[src/rtl/uart_irq_pkg.sv]
// Shared constants for the interrupt controller: enable bit positions,
// source indices in priority order, and status codes.
package uart_irq_pkg;
    localparam int IER_W   = 8;
    localparam int ISR_W   = 8;
    localparam int NSRC    = 4;

    // enable register bit positions
    localparam int EN_RXTRIG = 0;
    localparam int EN_THR    = 1;
    localparam int EN_RXAV   = 2;
    localparam int EN_MODEM  = 3;
    localparam int EN_SLEEP  = 4;
    localparam int EN_XOFF   = 5;

    // source index doubles as priority rank, 0 is most urgent
    typedef enum int {
        SRC_RX   = 0,
        SRC_XOFF = 1,
        SRC_THR  = 2,
        SRC_MDM  = 3
    } src_e;

    localparam logic [ISR_W-1:0] ISR_NONE = 8'h01;
    localparam logic [ISR_W-1:0] ISR_RX   = 8'h04;
    localparam logic [ISR_W-1:0] ISR_XOFF = 8'h10;
    localparam logic [ISR_W-1:0] ISR_THR  = 8'h02;
    localparam logic [ISR_W-1:0] ISR_MDM  = 8'h00;

    // status code reported for a given source index
    function automatic logic [ISR_W-1:0] src_code(input int idx);
        case (idx)
            SRC_RX:   src_code = ISR_RX;
            SRC_XOFF: src_code = ISR_XOFF;
            SRC_THR:  src_code = ISR_THR;
            default:  src_code = ISR_MDM;
        endcase
    endfunction
endpackage

[src/rtl/uart_irq_xoff.sv]
// Xoff character matcher.
// Latches an event when a received character equals xoff1 (single mode)
// or when xoff2 arrives as the very next character after xoff1 (pair mode).
// The event is held until a clear strobe; a new match in the same cycle
// as the clear wins. Assumes rx_valid is a one-cycle strobe per character.
module uart_irq_xoff #(
    parameter int CHAR_W = 8
) (
    input  logic              clk,
    input  logic              rst_n,
    input  logic              flow_en,
    input  logic              pair_mode,
    input  logic              rx_valid,
    input  logic [CHAR_W-1:0] rx_char,
    input  logic [CHAR_W-1:0] xoff1,
    input  logic [CHAR_W-1:0] xoff2,
    input  logic              clr,
    output logic              hit
);
    logic seen_first;
    logic is_first;
    logic is_second;
    logic match;

    // decode this character against both programmed values
    always_comb begin
        is_first  = (rx_char == xoff1);
        is_second = (rx_char == xoff2);
        match     = flow_en && rx_valid &&
                    (pair_mode ? (seen_first && is_second) : is_first);
    end

    // track the sequence state and hold the latched event
    always_ff @(posedge clk) begin
        if (!rst_n) begin
            seen_first <= 1'b0;
            hit        <= 1'b0;
        end else begin
            if (!flow_en || !pair_mode)
                seen_first <= 1'b0;
            else if (rx_valid)
                seen_first <= is_first;
            if (match)
                hit <= 1'b1;
            else if (clr)
                hit <= 1'b0;
        end
    end
endmodule

[src/rtl/uart_irq_prio.sv]
// Fixed-priority encoder: maps a vector of pending sources (index 0 most
// urgent) onto the status code of the winner, or the idle code.
module uart_irq_prio
    import uart_irq_pkg::*;
#(
    parameter int N = NSRC
) (
    input  logic [N-1:0]     pend,
    output logic [ISR_W-1:0] code,
    output logic             any
);
    // scan from least to most urgent so the most urgent assignment stands
    always_comb begin
        code = ISR_NONE;
        for (int i = N - 1; i >= 0; i--) begin
            if (pend[i])
                code = src_code(i);
        end
        any = |pend;
    end
endmodule

[src/rtl/uart_irq_ctl.sv]
// Per-port interrupt enable controller.
// Holds the enable register, qualifies each event with its enable bit,
// keeps the clear-on-read state of the Xoff and transmit-empty sources,
// drives the status code and the active-low request, and grants sleep
// only while nothing is pending. Assumes event inputs are synchronous
// to clk and that strobes last one cycle.
module uart_irq_ctl
    import uart_irq_pkg::*;
#(
    parameter int CHAR_W = 8
) (
    input  logic              clk,
    input  logic              rst_n,
    input  logic              ier_wr,
    input  logic [IER_W-1:0]  ier_wdata,
    output logic [IER_W-1:0]  ier_q,
    input  logic              mcr_irq_en,
    input  logic              fifo_en,
    input  logic              rx_trig,
    input  logic              rx_avail,
    input  logic              thr_empty,
    input  logic              thr_wr,
    input  logic              modem_chg,
    input  logic              flow_en,
    input  logic              xoff_pair,
    input  logic              rx_valid,
    input  logic [CHAR_W-1:0] rx_char,
    input  logic [CHAR_W-1:0] xoff1,
    input  logic [CHAR_W-1:0] xoff2,
    input  logic              isr_rd,
    output logic [ISR_W-1:0]  isr_q,
    output logic              irq_n,
    output logic              sleep_active
);
    logic [NSRC-1:0] pend;
    logic            any_pend;
    logic            xoff_hit;
    logic            thr_armed;

    // enable register
    always_ff @(posedge clk) begin
        if (!rst_n)
            ier_q <= '0;
        else if (ier_wr)
            ier_q <= ier_wdata;
    end

    // transmit-empty arming: retired by a read reporting it, re-armed by a write
    always_ff @(posedge clk) begin
        if (!rst_n)
            thr_armed <= 1'b1;
        else if (thr_wr)
            thr_armed <= 1'b1;
        else if (isr_rd && isr_q == ISR_THR)
            thr_armed <= 1'b0;
    end

    // Xoff match detector, cleared by any status read
    uart_irq_xoff #(.CHAR_W(CHAR_W)) u_xoff (
        .clk       (clk),
        .rst_n     (rst_n),
        .flow_en   (flow_en),
        .pair_mode (xoff_pair),
        .rx_valid  (rx_valid),
        .rx_char   (rx_char),
        .xoff1     (xoff1),
        .xoff2     (xoff2),
        .clr       (isr_rd),
        .hit       (xoff_hit)
    );

    // qualify each source with its enable bit
    always_comb begin
        pend[SRC_RX]   = (ier_q[EN_RXTRIG] && fifo_en && rx_trig) ||
                         (ier_q[EN_RXAV] && rx_avail);
        pend[SRC_XOFF] = ier_q[EN_XOFF] && xoff_hit;
        pend[SRC_THR]  = ier_q[EN_THR] && thr_empty && thr_armed;
        pend[SRC_MDM]  = ier_q[EN_MODEM] && modem_chg;
    end

    uart_irq_prio #(.N(NSRC)) u_prio (
        .pend (pend),
        .code (isr_q),
        .any  (any_pend)
    );

    // request line needs the master enable as well
    always_comb irq_n = !(any_pend && mcr_irq_en);

    // sleep grant: requested and nothing pending in the previous cycle
    always_ff @(posedge clk) begin
        if (!rst_n)
            sleep_active <= 1'b0;
        else
            sleep_active <= ier_q[EN_SLEEP] && !any_pend;
    end
endmodule

[config.mk]
export PLATFORM = sky130hd
export DESIGN_NAME = uart_irq_ctl
export DESIGN_NICKNAME = d
export VERILOG_FILES = /design/src/rtl/uart_irq_pkg.sv /design/src/rtl/uart_irq_xoff.sv /design/src/rtl/uart_irq_prio.sv /design/src/rtl/uart_irq_ctl.sv
export SDC_FILE = /design/constraint.sdc
export NUM_CORES = 1
export LEC_CHECK = 0
export ABC_CLOCK_PERIOD_IN_PS = 1650
export BUFFER_PORTS_ARGS = -buffer_cell sky130_fd_sc_hd__buf_2
export CAP_MARGIN = 10
export CORE_ASPECT_RATIO = 0.8
export CORE_MARGIN = 8
export CORE_UTILIZATION = 25
export CTS_BUF_LIST = sky130_fd_sc_hd__clkbuf_8
export CTS_CLUSTER_DIAMETER = 40
export DETAILED_ROUTE_END_ITERATION = 16
export PLACE_DENSITY = 0.68
export SLEW_MARGIN = 10
export SYNTH_ARGS = -nofsm -noshare
export SYNTH_HDL_FRONTEND = slang
export SYNTH_HIERARCHICAL = 1
export SYNTH_SLANG_ARGS = --single-unit
[constraint.sdc]
create_clock -name clk -period 1.65 [get_ports clk]
set_input_delay 0.33 -clock clk [delete_from_list [all_inputs] [get_ports clk]]
set_output_delay 0.33 -clock clk [all_outputs]
set_load 0.03 [all_outputs]
Word level (Yosys, flattened, before mapping)
Cells that the tools add are included.
Operators by class
  add/sub/neg operators: 0
  $mul: 0
  div/mod/pow operators: 0
  $lt $le $gt $ge: 0
  equal/unequal tests: 3
  shift operators: 0
  mux-type cells: 7
  bitwise operators: 1
  reduce and logical (&&, ||, !) cells: 23
Operators by type and width (number)
  equality test 8 bit: 2
  logical AND 1 bit: 13
  two-way mux 5 bit: 2
  equality test 8 x 2 -> 1 bit, second input constant: 1
  zero test 1 bit: 4
  two-way mux 1 bit: 4
  OR reduction 2 bit: 2
  OR reduction 4 bit: 1
  logical OR 1 bit: 2
  two-way mux 2 bit: 1
  nonzero test 2 bit: 1
  NOT 1 bit: 1
Word-level totals
  register bits: 12
  bits in latches: 0
  RAM bits: 0
  bits in read-only memories: 0
  output and inout bits: 18
  logic and storage cells: 39
  memories: 0

Depth between registers and ports, before layout
  depth in word-level cells: 7
  mapped depth: 5
  mapped depth without buffers: 5

Cells and area by module
Netlist, hierarchy kept.
Modules (own cells, without submodules)
  uart_irq_ctl: times used 1, cells each 38, area each 396.6 um^2, sequential area each 200.2 um^2
  uart_irq_xoff: times used 1, cells each 31, area each 262.8 um^2, sequential area each 40.0 um^2
  uart_irq_prio: times used 1, cells each 10, area each 71.3 um^2, sequential area each 0.0 um^2

Worst setup path after synthesis
OpenSTA, ideal clock, no wires.
  path kind: register -> register
  start point: reg ier_q[1]
  end point: reg thr_armed
  arrival: 2.152 ns
  data required time: 1.530 ns
  path slack: -0.621 ns
  stages on the path, launching flop included: 6
  path buffers: 0
  period minus slack after synthesis: 2.271 ns
  path through: dfxtp_1 > and3_1 > nor3b_1 > nor3b_1 > nand4b_1 > a211o_1
Between the ends
  cells in the longest elaborated chain, start to end: 7
RTL lines
  start: declaration: line uart_irq_ctl.sv:16  | output logic [IER_W-1:0] ier_q,
  start signal: assignment: line uart_irq_ctl.sv:45  | ier_q <= ier_wdata;
  logical AND 1 bit (2 in a row): line uart_irq_ctl.sv:77  | pend[SRC_THR] = ier_q[EN_THR] && thr_empty && thr_armed;
  via pend[2]: line uart_irq_ctl.sv:35  | logic [NSRC-1:0] pend;
  two-way mux 2 bit: line uart_irq_prio.sv:16  | if (pend[i])
  two-way mux 5 bit (2 in a row): line uart_irq_prio.sv:16
  via isr_q[1]: line uart_irq_ctl.sv:31  | output logic [ISR_W-1:0] isr_q,
  equality test 8 x 2 -> 1 bit: line uart_irq_ctl.sv:54  | else if (isr_rd && isr_q == ISR_THR)
  logical AND 1 bit: line uart_irq_ctl.sv:54
  end signal: assignment: line uart_irq_ctl.sv:51  | thr_armed <= 1'b1;
  end signal: assignment: line uart_irq_ctl.sv:53  | thr_armed <= 1'b1;
  end signal: assignment: line uart_irq_ctl.sv:55  | thr_armed <= 1'b0;
  end: declaration: line uart_irq_ctl.sv:38  | logic thr_armed;
The timed path passes the listed nets, and every way through them passes these cells.
A chain may end at the register's enable or synchronous reset.

Worst setup path in the final report
  start point: reg ier_q[0]
  end point: out irq_n
Between the ends
  cells in the longest elaborated chain, start to end: 6
RTL lines
  logical AND 1 bit (2 in a row): line uart_irq_ctl.sv:74  | pend[SRC_RX] = (ier_q[EN_RXTRIG] && fifo_en && rx_trig) ||
  logical OR 1 bit: line uart_irq_ctl.sv:74
  OR reduction 4 bit: line uart_irq_prio.sv:19  | any = |pend;
  via any_pend: line uart_irq_ctl.sv:36  | logic any_pend;
  logical AND 1 bit: line uart_irq_ctl.sv:88  | always_comb irq_n = !(any_pend && mcr_irq_en);
  zero test 1 bit: line uart_irq_ctl.sv:88
  end: declaration: line uart_irq_ctl.sv:32  | output logic irq_n,
The timed path passes the listed nets, and every way through them passes these cells.

==> summary.txt <==
Pwr
  • Leak: 0.6219 nW
  • Worst VDD drop: 0.0002772 V
  • Total power: 0.8733 mW
  • Power density over cell area: 713.0 nW/um2

Setup path
  • CP max FO: 2
  • Worst setup EP type: output port
  • Critical Path AT: 1520 ps
  • Flop-to-flop setup slack: 30 ps
  • Critical path class: flop to output port
  • Crit start category: flop
  • WP data required: 1320 ps

Clocking
  • CTS tree: built
  • # H-tree levels: 1
  • Clock Latency Late Sink: 230 ps
  • Maximum root-to-sink buffer count: 2
  • Clock-pin slew on the worst setup and hold paths: 50 ps
  • Clock Sinks: 12
  • Num CTS Buffers: 3
  • CTS root buf: clkbuf_8
  • Hold_buf cts: 0

Synthesis
  • Sequential-to-total area share from yosys stat: 0.3288
  • Post-synthesis compound-gate area fraction: 0.04795
  • Synth Area in Simple Gates: 0.2534
  • Syn Inst Count: 79
  • Mapped cell area: 730.7 um2
  • Synthesized-area fraction occupied by adder cells: 0
  • Unique masters post-synth: 28
  • Mux contribution to synthesized area: 0.1096
  • Yosys warnings: 6
  • Combinational family with the most area after synthesis: simple AND/OR/NAND/NOR gates
  • Flops & latches, synth: 12
  • Mean Syn Cell Area: 9.249 um2
  • XOR/XNOR Fraction of Synth Area: 0.1918

Floorplan
  • Die Ht: 64.36 um
  • Initial Util: 0.2643
  • Top-Level Pins: 64
  • DIE AREA: 4920 um2
  • Chip Width: 76.45 um
  • Core area: 2765 um2
  • Row Count: 17

Drt
  • Antenna-violating nets left: 0
  • Via-to-Cell Ratio: 4.421
  • DR vias: 809
  • Total Routed Length: 2355 um
  • WL/cell: 12.87 um
  • Iteration-0 DRC Markers: 6
  • Drt drc: 0
  • Iteration count of the initial detailed-routing pass: 4

GRT
  • Total congestion overflow: 0
  • Total Routing Usage GR: 0.09327
  • Largest net degree at the start of global routing: 11
  • Initial antenna violation count: 0
  • Vias in the first global route: 906
  • First-pass GRT wire length: 3829 um

Timing
  • Final hold violation count: 0
  • Final slew viol count: 0
  • Tcrit/Tclk final: 1.118
  • Final worst slack: -195.1 ps
  • Final clock skew: 0.4940 ps
  • RSZ-0062 raised after global routing: yes
  • Setup-failing EPs final: 4
  • Max Clock Freq: 0.5420 GHz
  • Final min period: 1845 ps

Status
  • Status: finished, violations left
  • Failing checks: negative setup slack

Place
  • PortBufs: 59
  • GP Congestion: 0.7911
  • Detailed placement HPWL: 2104 um

Final layout
  • Final core utilization: 0.4430
  • Synth-to-Final Area Change: 67.64%
  • Nets: 192
  • Ant. Diodes: 0
  • Layout cell share with drive strength beyond 1: 0.5655

Worst hold path
  • Worst Hold Class: input pin to flop

Flow run
  • Maxcap violations: 0
## synthesized netlist by cell type, drive strengths merged
| master | number | area, um2 |
|---|---|---|
| and4b | 1 | 10.01 |
| xnor2 | 5 | 43.79 |
| or4 | 1 | 7.510 |
| a211o | 1 | 8.760 |
| nor2 | 8 | 30.03 |
| nand4 | 2 | 12.51 |
| and2b | 1 | 8.760 |
| a32o | 1 | 10.01 |
| mux2i | 8 | 80.08 |
| nand2b | 1 | 6.260 |
| conb | 1 | 3.750 |
| and2 | 2 | 12.51 |
| nand4b | 1 | 8.760 |
| xor2 | 11 | 96.34 |
| a31oi | 1 | 6.260 |
| nor3b | 3 | 22.52 |
| clkinv | 1 | 3.750 |
| buf | 6 | 42.54 |
| o21ai | 1 | 5.000 |
| a21oi | 1 | 5.000 |
| dfxtp | 12 | 240.2 |
| nor4 | 5 | 37.53 |
| nand3 | 2 | 10.01 |
| and3 | 1 | 6.260 |
| nand2 | 1 | 3.750 |
| and3b | 1 | 8.760 |
## worst max-delay path: stages (launching register included)
cell and delay [ps]:
dfxtp_4 340, a32o_2 250, or4_4 500, nand2_4 70, buf_6 120
## where the power goes
group / switching (mW) / internal, mW / leakage (nW) / total [mW]
sequential: 0.00676 / 0.303 / 0.0998 / 0.309
combinational: 0.132 / 0.116 / 0.493 / 0.248
clock: 0.105 / 0.211 / 0.0288 / 0.316
## metal layers
metal | up-vias | part of all wire | global-route usage
li1 | 407 | - | -
met1 | 351 | 0.44 | 0.1033
met2 | 49 | 0.44 | 0.1505
met3 | 2 | 0.11 | 0.05587
met4 | 0 | 0.0030 | 0.02153
met5 | - | 0 | 0
## metrics by stage
stage / cells / area, um2 / TNS (ps) / setup slack [ps] / hold WS [ps]
after floorplan: 82 / 799.5 / -76.24 / -57.24 / 424.4
after global placement: 179 / 1145 / -264.3 / -167.6 / 454.0
after detailed placement: 179 / 1145 / -326.7 / -177.2 / 457.6
after CTS: 183 / 1225 / -382.3 / -197.0 / 279.8
after global routing: 183 / 1225 / -673.3 / -228.3 / 295.6
final: 183 / 1225 / -359.2 / -195.1 / 283.2
## layout by cell type, fill, tap and decap left out, drive strengths merged
master / count
o21ai: 1
nor3b: 3
a31oi: 1
mux2i: 8
a21oi: 1
dfxtp: 12
and2: 2
nor4: 5
nand4: 2
nand3: 2
buf: 65
and4b: 1
nand4b: 1
a211o: 1
nand2: 1
and3b: 1
nor2: 8
a32o: 1
nand2b: 1
conb: 4
xnor2: 5
clkbuf: 4
and2b: 1
clkinv: 1
and3: 1
xor2: 11
or4: 1
## what timing repair did
item                       in CTS  in global routing
setup buffers                   0                  0
setup endpoints to repair       4                  5
gates resized for setup         8                  0
pin swaps                       2                  0
## registers in the layout, summed over array words and instances (netlist names)
register	count
ier_q	8
thr_armed	1
u_xoff/seen_first	1
sleep_active	1
u_xoff/hit	1
## final cells by class
class	count	area, um2
timing repair buffer	65	365.4
tap	38	47.55
multi-input combinational	63	506.7
inverter	1	3.754
fill	287	1540
sequential	12	246.5
clock buffer	4	55.05
## cell families after synthesis
logic type | Yosys count
mux | 8
compound gates | 5
other cells | 1
buf+inv | 7
xor+xnor | 16
simple gates | 30
flops | 12
## path summary, 6_finish.rpt
kind / startpoint / cells after the start / end
worst min register to register: thr_armed / 1 / thr_armed
worst max-delay path: ier_q[0] / 4 / irq_n
worst min-delay path: thr_wr / 2 / thr_armed
worst max register to register: ier_q[0] / 6 / thr_armed
Power figures use the tool's default switching activity.
